<file path="src/rtl/ratio_kick_pkg.sv">
package ratio_kick_pkg;
    localparam int NUM_CH = 9;
    localparam int CODE_W = 4;
    localparam int CNT_W  = 6;
    localparam int WORD_W = 32;
    localparam int KICK_BIT = 31;
    localparam int BYP_BIT  = 28;
    localparam int BYP_CH   = 6;

    typedef enum logic [1:0] {ST_IDLE, ST_DRAIN, ST_APPLY} kick_state_t;

    function automatic logic [CNT_W-1:0] code_to_div(input logic [CODE_W-1:0] c);
        case (c)
            4'd0:  return 6'd2;
            4'd1:  return 6'd3;
            4'd2:  return 6'd4;
            4'd3:  return 6'd6;
            4'd4:  return 6'd8;
            4'd5:  return 6'd12;
            4'd6:  return 6'd16;
            4'd7:  return 6'd18;
            4'd8:  return 6'd24;
            4'd10: return 6'd36;
            4'd11: return 6'd48;
            4'd12: return 6'd7;
            default: return 6'd2;
        endcase
    endfunction

    function automatic logic [15:0] chan_mask(input int ch);
        case (ch)
            1: return 16'h0d7f;
            2, 4, 5: return 16'h1dff;
            6: return 16'h097f;
            default: return 16'h0dff;
        endcase
    endfunction

    function automatic int field_lsb(input int ch);
        if (ch < 6) return 20 - 4 * ch;
        if (ch == 6) return 24;
        if (ch == 7) return 12;
        return 4;
    endfunction

    function automatic logic field_word(input int ch);
        return (ch >= 6);
    endfunction
endpackage

</file>
<file path="src/rtl/ratio_stage.sv">
module ratio_stage
    import ratio_kick_pkg::*;
(
    input  logic                           clk,
    input  logic                           rst_n,
    input  logic                           wr_en,
    input  logic                           wr_sel,
    input  logic [WORD_W-1:0]              wr_data,
    input  logic                           busy,
    output logic [NUM_CH-1:0][CODE_W-1:0]  codes_q,
    output logic                           byp_q,
    output logic                           kick_req,
    output logic                           err_q
);
    logic accept;
    assign accept   = wr_en && !busy;
    assign kick_req = accept && wr_sel && wr_data[KICK_BIT];

    always_ff @(posedge clk) begin
        if (!rst_n) begin
            codes_q <= '0;
            byp_q   <= 1'b0;
            err_q   <= 1'b0;
        end else if (accept) begin
            for (int ch = 0; ch < NUM_CH; ch++) begin
                if (field_word(ch) == wr_sel) begin
                    if (chan_mask(ch)[wr_data[field_lsb(ch) +: CODE_W]])
                        codes_q[ch] <= wr_data[field_lsb(ch) +: CODE_W];
                    else
                        err_q <= 1'b1;
                end
            end
            if (wr_sel) byp_q <= wr_data[BYP_BIT];
        end
    end

    a_r6_busy_hold: assert property (@(posedge clk) disable iff (!rst_n)
        (wr_en && busy) |=> ($stable(codes_q) && $stable(byp_q)));
    a_r3_err_sticky: assert property (@(posedge clk) disable iff (!rst_n)
        err_q |=> err_q);

    for (genvar g = 0; g < NUM_CH; g++) begin : g_legal
        a_r3_code_legal: assert property (@(posedge clk) disable iff (!rst_n)
            chan_mask(g)[codes_q[g]]);
    end
endmodule

</file>
<file path="src/rtl/ratio_kick_fsm.sv">
module ratio_kick_fsm
    import ratio_kick_pkg::*;
(
    input  logic clk,
    input  logic rst_n,
    input  logic kick_req,
    input  logic all_parked,
    output logic drain,
    output logic apply,
    output logic busy
);
    kick_state_t state_q, state_d;

    always_ff @(posedge clk) begin
        if (!rst_n) state_q <= ST_IDLE;
        else        state_q <= state_d;
    end

    always_comb begin
        state_d = state_q;
        unique case (state_q)
            ST_IDLE:  if (kick_req)   state_d = ST_DRAIN;
            ST_DRAIN: if (all_parked) state_d = ST_APPLY;
            ST_APPLY: state_d = ST_IDLE;
            default:  state_d = ST_IDLE;
        endcase
    end

    always_comb begin
        drain = (state_q == ST_DRAIN);
        apply = (state_q == ST_APPLY);
        busy  = (state_q != ST_IDLE);
    end

    a_r5_apply_needs_park: assert property (@(posedge clk) disable iff (!rst_n)
        apply |-> all_parked);
    a_r5_kick_self_clear: assert property (@(posedge clk) disable iff (!rst_n)
        apply |=> !busy);
endmodule

</file>
<file path="src/rtl/ratio_chan.sv">
module ratio_chan
    import ratio_kick_pkg::*;
(
    input  logic              clk,
    input  logic              rst_n,
    input  logic              drain,
    input  logic              apply,
    input  logic [CODE_W-1:0] new_code,
    input  logic              new_byp,
    output logic              ce,
    output logic              parked
);
    logic [CODE_W-1:0] act_code;
    logic              act_byp;
    logic [CNT_W-1:0]  cnt;
    logic [CNT_W-1:0]  last;
    logic              wrap;

    assign last = code_to_div(act_code) - 6'd1;
    assign wrap = act_byp || (cnt == last);
    assign ce   = !parked && !apply && wrap;

    always_ff @(posedge clk) begin
        if (!rst_n) begin
            act_code <= '0;
            act_byp  <= 1'b0;
            cnt      <= '0;
            parked   <= 1'b0;
        end else if (apply) begin
            act_code <= new_code;
            act_byp  <= new_byp;
            cnt      <= '0;
            parked   <= 1'b0;
        end else if (!parked) begin
            if (wrap) begin
                cnt <= '0;
                if (drain) parked <= 1'b1;
            end else begin
                cnt <= cnt + 6'd1;
            end
        end
    end

    a_r4_change_on_apply: assert property (@(posedge clk) disable iff (!rst_n)
        !$stable(act_code) |-> $past(apply));
    a_r5_no_runt: assert property (@(posedge clk) disable iff (!rst_n)
        (ce && !act_byp) |=> !ce);
endmodule

</file>
<file path="src/rtl/ratio_kick_divider.sv">
module ratio_kick_divider
    import ratio_kick_pkg::*;
(
    input  logic              clk,
    input  logic              rst_n,
    input  logic              wr_en,
    input  logic              wr_sel,
    input  logic [31:0]       wr_data,
    input  logic              rd_sel,
    output logic [31:0]       rd_data,
    output logic              err_flag,
    output logic [8:0]        ce_out
);
    logic [NUM_CH-1:0][CODE_W-1:0] codes;
    logic                          byp;
    logic                          kick_req;
    logic                          drain, apply, busy;
    logic [NUM_CH-1:0]             parked;

    ratio_stage u_stage (
        .clk(clk), .rst_n(rst_n), .wr_en(wr_en), .wr_sel(wr_sel),
        .wr_data(wr_data), .busy(busy), .codes_q(codes), .byp_q(byp),
        .kick_req(kick_req), .err_q(err_flag)
    );

    ratio_kick_fsm u_fsm (
        .clk(clk), .rst_n(rst_n), .kick_req(kick_req),
        .all_parked(&parked), .drain(drain), .apply(apply), .busy(busy)
    );

    for (genvar g = 0; g < NUM_CH; g++) begin : g_ch
        logic byp_in;
        if (g == BYP_CH) begin : g_byp
            assign byp_in = byp;
        end else begin : g_nobyp
            assign byp_in = 1'b0;
        end
        ratio_chan u_chan (
            .clk(clk), .rst_n(rst_n), .drain(drain), .apply(apply),
            .new_code(codes[g]), .new_byp(byp_in),
            .ce(ce_out[g]), .parked(parked[g])
        );
    end

    always_comb begin
        rd_data = '0;
        for (int ch = 0; ch < NUM_CH; ch++) begin
            if (field_word(ch) == rd_sel)
                rd_data[field_lsb(ch) +: CODE_W] = codes[ch];
        end
        if (rd_sel) begin
            rd_data[BYP_BIT]  = byp;
            rd_data[KICK_BIT] = busy;
        end
    end

    a_r4_quiet_while_idle: assert property (@(posedge clk) disable iff (!rst_n)
        (!busy && !kick_req) |=> !apply);
endmodule

</file>
<file path="config.mk">
export PLATFORM = sky130hd
export DESIGN_NAME = ratio_kick_divider
export DESIGN_NICKNAME = d
export VERILOG_FILES = /design/src/rtl/ratio_kick_pkg.sv /design/src/rtl/ratio_stage.sv /design/src/rtl/ratio_kick_fsm.sv /design/src/rtl/ratio_chan.sv /design/src/rtl/ratio_kick_divider.sv
export SDC_FILE = /design/constraint.sdc
export NUM_CORES = 1
export LEC_CHECK = 0
export BUFFER_PORTS_ARGS = -buffer_cell sky130_fd_sc_hd__clkbuf_2
export CAP_MARGIN = 20
export CORE_UTILIZATION = 40
export CTS_BUF_LIST = sky130_fd_sc_hd__clkbuf_16
export CTS_CLUSTER_SIZE = 14
export DETAILED_ROUTE_END_ITERATION = 8
export MAX_ROUTING_LAYER = met4
export PLACE_DENSITY_LB_ADDON = 0.12
export SETUP_SLACK_MARGIN = 0.3
export SKIP_LAST_GASP = 1
export SLEW_MARGIN = 20
export SYNTH_ARGS = -nofsm -noshare
export SYNTH_HDL_FRONTEND = slang
export SYNTH_HIERARCHICAL = 1
export SYNTH_SLANG_ARGS = --single-unit
</file>
<file path="constraint.sdc">
create_clock -name clk -period 2.99 [get_ports clk]
set_input_delay 0.4485 -clock clk [delete_from_list [all_inputs] [get_ports clk]]
set_output_delay 0.4485 -clock clk [all_outputs]
set_load 0.005 [all_outputs]
</file>
==> flow_metrics.tcl, run 1 <==
set metrics [dict create \
    min_path_type "primary input to flip-flop" \
    rows 61 \
    timing.final.crit_period_ns 2.77 \
    firstDrtPassIters 4 \
    synthFlopType "dfxtp_1" \
    synth_area_um2 11300 \
    floorplan.initialDensity_pct 40.7 \
    vias 8497 \
    viasPerCell 5.03 \
    remaining_drc_errors 0 \
    h-tree-depth 1 \
    io_pins 79 \
    drive_above_1_share_pct 21.5 \
    crit_path_max_fanout 4 \
    synthDistinctLibCells 60 \
    critPathLaunchType "flip-flop" \
    wirelength_um 24700 \
    p_per_area_nw_per_um2 491 \
    first_global_vias 8005 \
    status "finished, final reports clean" \
    grt_pass1_wl_um 40900 \
    cap_violations 0 \
    total_power_mw 6.33 \
    ir_worst_vdd_uv 273 \
    core-area_um2 27900 \
    cp.arrival_ns 2.33 \
    relSlewSlack_pct 37.7 \
    cts-buffers-inserted 24 \
    synth_common_cells "202 x dfxtp_1, 84 x nand2_1, 82 x nor2b_1, 78 x inv_1, 67 x nor2_1" \
    dp.final_hpwl_um 17300 \
    hold_violations 0 \
    clock_path_buffers 3 \
    insertedDiodeCount 0 \
    synth_top_area_cell "dfxtp_1" \
    ys_warn_count 6 \
    endpoint_kind "output port" \
    grt_start_max_net_pins 40 \
    synth_top_area_share_pct 35.7 \
    async_flop_share_pct 0 \
    cts.clk_slew.worst_paths_ns 0.06 \
    fp.dieW_um 170 \
    fin_cells 1688 \
    p_leak_nw 5.71 \
    synth_cells 1211 \
    clk_latency_ns 0.52 \
    place_congestion 0.810 \
    setup_viol 0 \
    timing.fmax_mhz 360 \
    fin_worst_skew_ns 0.0138 \
    crit_required_ns 2.54 \
    r2r_setup_slack_ns 0.62 \
    num-nets-final 1377 \
    finalMaxSlewViolations 0 \
    postRouteAntennaNets 0 \
    criticalPathCategory "flip-flop to output port" \
    min_period_over_period_pct 92.8 \
    dieArea_um2 29000 \
    yosysMostFrequentCell "dfxtp_1" \
    die_h_um 170 \
    place_inst 1626 \
    antenna_found_initial 0 \
    r2r-start "u_fsm/state_q[1]$_SDFFE_PN0P_" \
    rsz0062_at_grt "yes" \
    worstMarginPinSlew_ns 0.935 \
    dr.first_iter.drc_count 525 \
    yosys_register_bits 202 \
    grt.overflow.total 0 \
    cts.sinks 202 \
    setup_tns_ns 0 \
    clockRootBuffer "clkbuf_16" \
    synth-edff-count 0 \
    min_from "wr_data[28]" \
    track_usage_pct 17.8 \
    syn_avg_cell_area_um2 9.36 \
    cts_tree "built" \
    wire_per_inst_um 14.6 \
    port_buffers 74 \
    ys_top_cells_by_area "dfxtp_1 36%, ha_1 5.1%, mux2i_1 4.7%, nor2b_1 4.5%, xnor2_1 3.0%" \
    yosysSeqAreaShare_pct 35.7 \
    area_growth_pct 13.7 \
]
==> worst max-delay path, cell delays in order, from the launching register on <==
cell and delay [ns]:
dfxtp_2 0.33, inv_2 0.04, ha_4 0.16, nand2b_4 0.14, a311o_1 0.33, a211o_4 0.37
a211oi_4 0.28, buf_2 0.17
==> per-stage QoR <==
step	setup WS, ns	util, %	hold slack, ns	instance area [um^2]
after floorplan	0.511	-	0.429	11400
after global placement	0.496	42.4	0.452	11800
after detailed placement	0.494	42.4	0.454	11800
after CTS	0.225	45.9	0.168	12800
after global routing	0.141	46.2	0.175	12900
final	0.215	46.2	0.182	12900
==> power breakdown <==
part           internal (mW)  switching [mW]  total [mW]  leakage [nW]
logic                  0.368           0.343       0.711          3.69
clock network           1.58            1.13        2.71         0.379
registers               2.78           0.127        2.91          1.64
==> what timing repair did <==
item | 4_1_cts | 5_1_grt
hold buffers | 0 | 0
buffers inserted | 16 | 4
pin swaps | 18 | 16
setup endpoints to repair | 9 | 9
resized for setup | 36 | 22
==> per-layer routing <==
layer,vias to the layer above,share of wire (%),track usage (%)
met4,0,2.0,4.50
met2,112,46,28.8
met5,-,0,-
li1,4397,-,-
met1,3952,49,23.1
met3,36,3.3,2.67
==> path summary, 6_finish.rpt <==
kind,to,depth (start not counted)
worst min-delay path,u_stage/byp_q$_SDFFE_PN0P_,3
worst max register to register,flip-flop,7
worst max-delay path,ce_out[8],7
worst min register to register,u_stage/codes_q[3]$_SDFFE_PN0P_,2
==> cell families (layout without fill, tap and decap cells) <==
group / Yosys count / in the layout / synth area share, %
other: 1 / 10 / 0.0331
muxes: 98 / 98 / 10.5
adders and majority gates: 46 / 46 / 5.08
buffers and inverters: 142 / 232 / 7.54
AOI/OAI and AO/OA: 228 / 228 / 14.7
xor gates and xnor gates: 72 / 72 / 5.57
DFF: 202 / 202 / 35.7
and+or+nand+nor: 422 / 422 / 20.8
==> cells in the final DEF, fill, tap and decap left out, drive strengths merged, types with 11 or more instances in the layout <==
cell type	netlist	layout
o211a	34	34
xor2	33	33
nor2b	83	83
ha	46	46
buf	33	38
nand4	17	17
mux2i	53	53
inv	85	90
xnor2	39	39
a21oi	52	52
nand2b	19	19
nand2	94	94
or2b	14	14
nor2	68	68
nor3	38	38
clkbuf	24	92
nand3	44	44
o31ai	16	16
o21ai	55	55
nand3b	11	11
mux2	36	36
a32o	18	18
dfxtp	202	202
o22ai	18	18
==> area by class of cell <==
| cell class | count | area (um^2) |
|---|---|---|
| clock buffers | 25 | 626 |
| clock inverters | 17 | 101 |
| fillers | 2760 | 15000 |
| inverters | 85 | 319 |
| multi-input cells | 876 | 6640 |
| flip-flops and latches | 202 | 4070 |
| well taps | 378 | 473 |
| repair buffers | 105 | 656 |
(Power assumes the default switching activity.)
==> run 2: changes to the inputs <==
--- a/config.mk
+++ b/config.mk
@@ -8,7 +8,7 @@
 export BUFFER_PORTS_ARGS = -buffer_cell sky130_fd_sc_hd__clkbuf_2
 export CAP_MARGIN = 20
 export CORE_UTILIZATION = 40
-export CTS_BUF_LIST = sky130_fd_sc_hd__clkbuf_16
+export CTS_BUF_LIST = sky130_fd_sc_hd__clkbuf_8
 export CTS_CLUSTER_SIZE = 14
 export DETAILED_ROUTE_END_ITERATION = 8
 export MAX_ROUTING_LAYER = met4
==> flow_metrics.tcl, run 2 (synthesis results as in run 1) <==
set metrics [dict create \
    insertedDiodeCount 0 \
    fp.dieW_um 170 \
    min_path_type "primary input to flip-flop" \
    ir_worst_vdd_uv 308 \
    track_usage_pct 18.2 \
    grt_pass1_wl_um 41500 \
    hold_buffers 0 \
    postRouteAntennaNets 0 \
    cts_tree "built" \
    final_common_cell "dfxtp_1" \
    dieArea_um2 29000 \
    whs_path_depth 3 \
    min_from "wr_data[28]" \
    path_cells "inv_2 > ha_4 > nand2b_4 > a21oi_1 > a311o_1 > a211o_4 > a211oi_4 > clkbuf_2" \
    port_buffers 74 \
    slowest_stage "a211o_4" \
    p_per_area_nw_per_um2 496 \
    final_cell_mix "184 x dfxtp_1, 84 x nand2_1, 83 x inv_1" \
    floorplan.initialDensity_pct 40.7 \
    cts.clk_slew.worst_paths_ns 0.05 \
    grt_start_max_net_pins 40 \
    cap_violations 0 \
    first_global_vias 8236 \
    critPathLaunchType "flip-flop" \
    grt.overflow.total 0 \
    cts-buffers-inserted 39 \
    finalMaxSlewViolations 0 \
    criticalPathCategory "flip-flop to output port" \
    worstMarginPinSlew_ns 0.924 \
    place_congestion 0.810 \
    r2r-start "u_fsm/state_q[1]$_SDFFE_PN0P_" \
    area_growth_pct 14.9 \
    clk_latency_ns 0.52 \
    endpoint_kind "output port" \
    min_period_over_period_pct 93.4 \
    clockRootBuffer "clkbuf_8" \
    relSlewSlack_pct 38.4 \
    setup_tns_ns 0 \
    h-tree-depth 2 \
    setup_viol 0 \
    drive_above_1_share_pct 23.6 \
    status "finished, final reports clean" \
    path_delay_family "compound AO/OA/AOI/OAI gates" \
    crit_path_max_fanout 4 \
    dr.first_iter.drc_count 500 \
    vias 8597 \
    r2r_setup_slack_ns 0.59 \
    antenna_found_initial 0 \
    cp_slowest_stage_delay_ns 0.37 \
    total_power_mw 6.46 \
    rows 61 \
    core-area_um2 27900 \
    io_pins 79 \
    dp.final_hpwl_um 17300 \
    die_h_um 170 \
    clock_path_buffers 3 \
    crit_required_ns 2.54 \
    cp.arrival_ns 2.34 \
    timing.fmax_mhz 358 \
    timing.final.crit_period_ns 2.79 \
    path_buf_inv 2 \
    firstDrtPassIters 4 \
    viasPerCell 5.00 \
    num-nets-final 1396 \
    wirelength_um 25100 \
    worstRegToRegCells 7 \
    wire_per_inst_um 14.6 \
    rsz0062_at_grt "yes" \
    hold_violations 0 \
    fin_area_um2 13000 \
    cts.sinks 202 \
    fin_worst_skew_ns 0.0137 \
    post_dp_cell_area_um2 11800 \
    min_delay_worst_endpoint "u_stage/byp_q$_SDFFE_PN0P_" \
    p_leak_nw 5.81 \
    nFillCells 2756 \
    remaining_drc_errors 0 \
]
-- run 2: final cells by class --
class / instances / area [um^2] / share of cell area, %
multi-input combinational: 876 / 6650 / 51.1
inverter: 85 / 319 / 2.45
tap: 378 / 473 / 3.63
clock inverter: 16 / 93.8 / 0.721
timing repair buffer: 109 / 686 / 5.27
clock buffer: 53 / 729 / 5.60
sequential: 202 / 4070 / 31.2
-- run 2: worst register-to-register path: cells and delay by family (launching register included) --
family	cells	cell delay, ns
buffers and inverters	2	0.37
muxes	2	0.85
adders and majority gates	1	0.19
DFF	1	0.36
and+or+nand+nor	2	0.49
-- run 2: where the power goes --
group | switching [mW] | leakage (nW) | internal (mW) | total [mW]
logic | 0.347 | 3.71 | 0.372 | 0.719
clock network | 1.17 | 0.466 | 1.66 | 2.83
registers | 0.126 | 1.64 | 2.78 | 2.91
total | 1.65 | 5.81 | 4.81 | 6.46
-- run 2: metal layers --
metal | vias up | GRT usage, % | share of wire, %
met4 | 0 | 6.15 | 2.0
met2 | 115 | 29.0 | 46
met1 | 4006 | 23.0 | 49
li1 | 4435 | - | -
met5 | - | - | 0
met3 | 41 | 3.33 | 3.5
-- run 2: stage by stage --
step / std cells / hold slack, ns / util [%] / setup WS, ns
global placement: 1626 / 0.452 / 42.4 / 0.496
floorplan: 1220 / 0.429 / - / 0.511
detailed placement: 1626 / 0.454 / 42.4 / 0.494
global route: 1719 / 0.164 / 46.7 / 0.0963
finish: 1719 / 0.183 / 46.7 / 0.197
CTS: 1714 / 0.150 / 46.4 / 0.197
-- run 2: how the worst max path moves through the flow --
stage,from,to,slack [ns],cells past startpoint
global route,flip-flop,ce_out[8],0.1,8
floorplan,u_fsm/state_q[1]$_SDFFE_PN0P_,flip-flop,0.51,7
CTS,flip-flop,ce_out[8],0.20,8
detailed placement,flip-flop,ce_out[8],0.49,7
global placement,flip-flop,ce_out[8],0.50,7
finish,flip-flop,ce_out[8],0.20,8
-- run 2: repair_timing --
action | 4_1_cts | 5_1_grt
buffers inserted | 19 | 5
gates resized for setup | 43 | 20
pin swaps | 25 | 22
setup endpoints to repair | 9 | 9
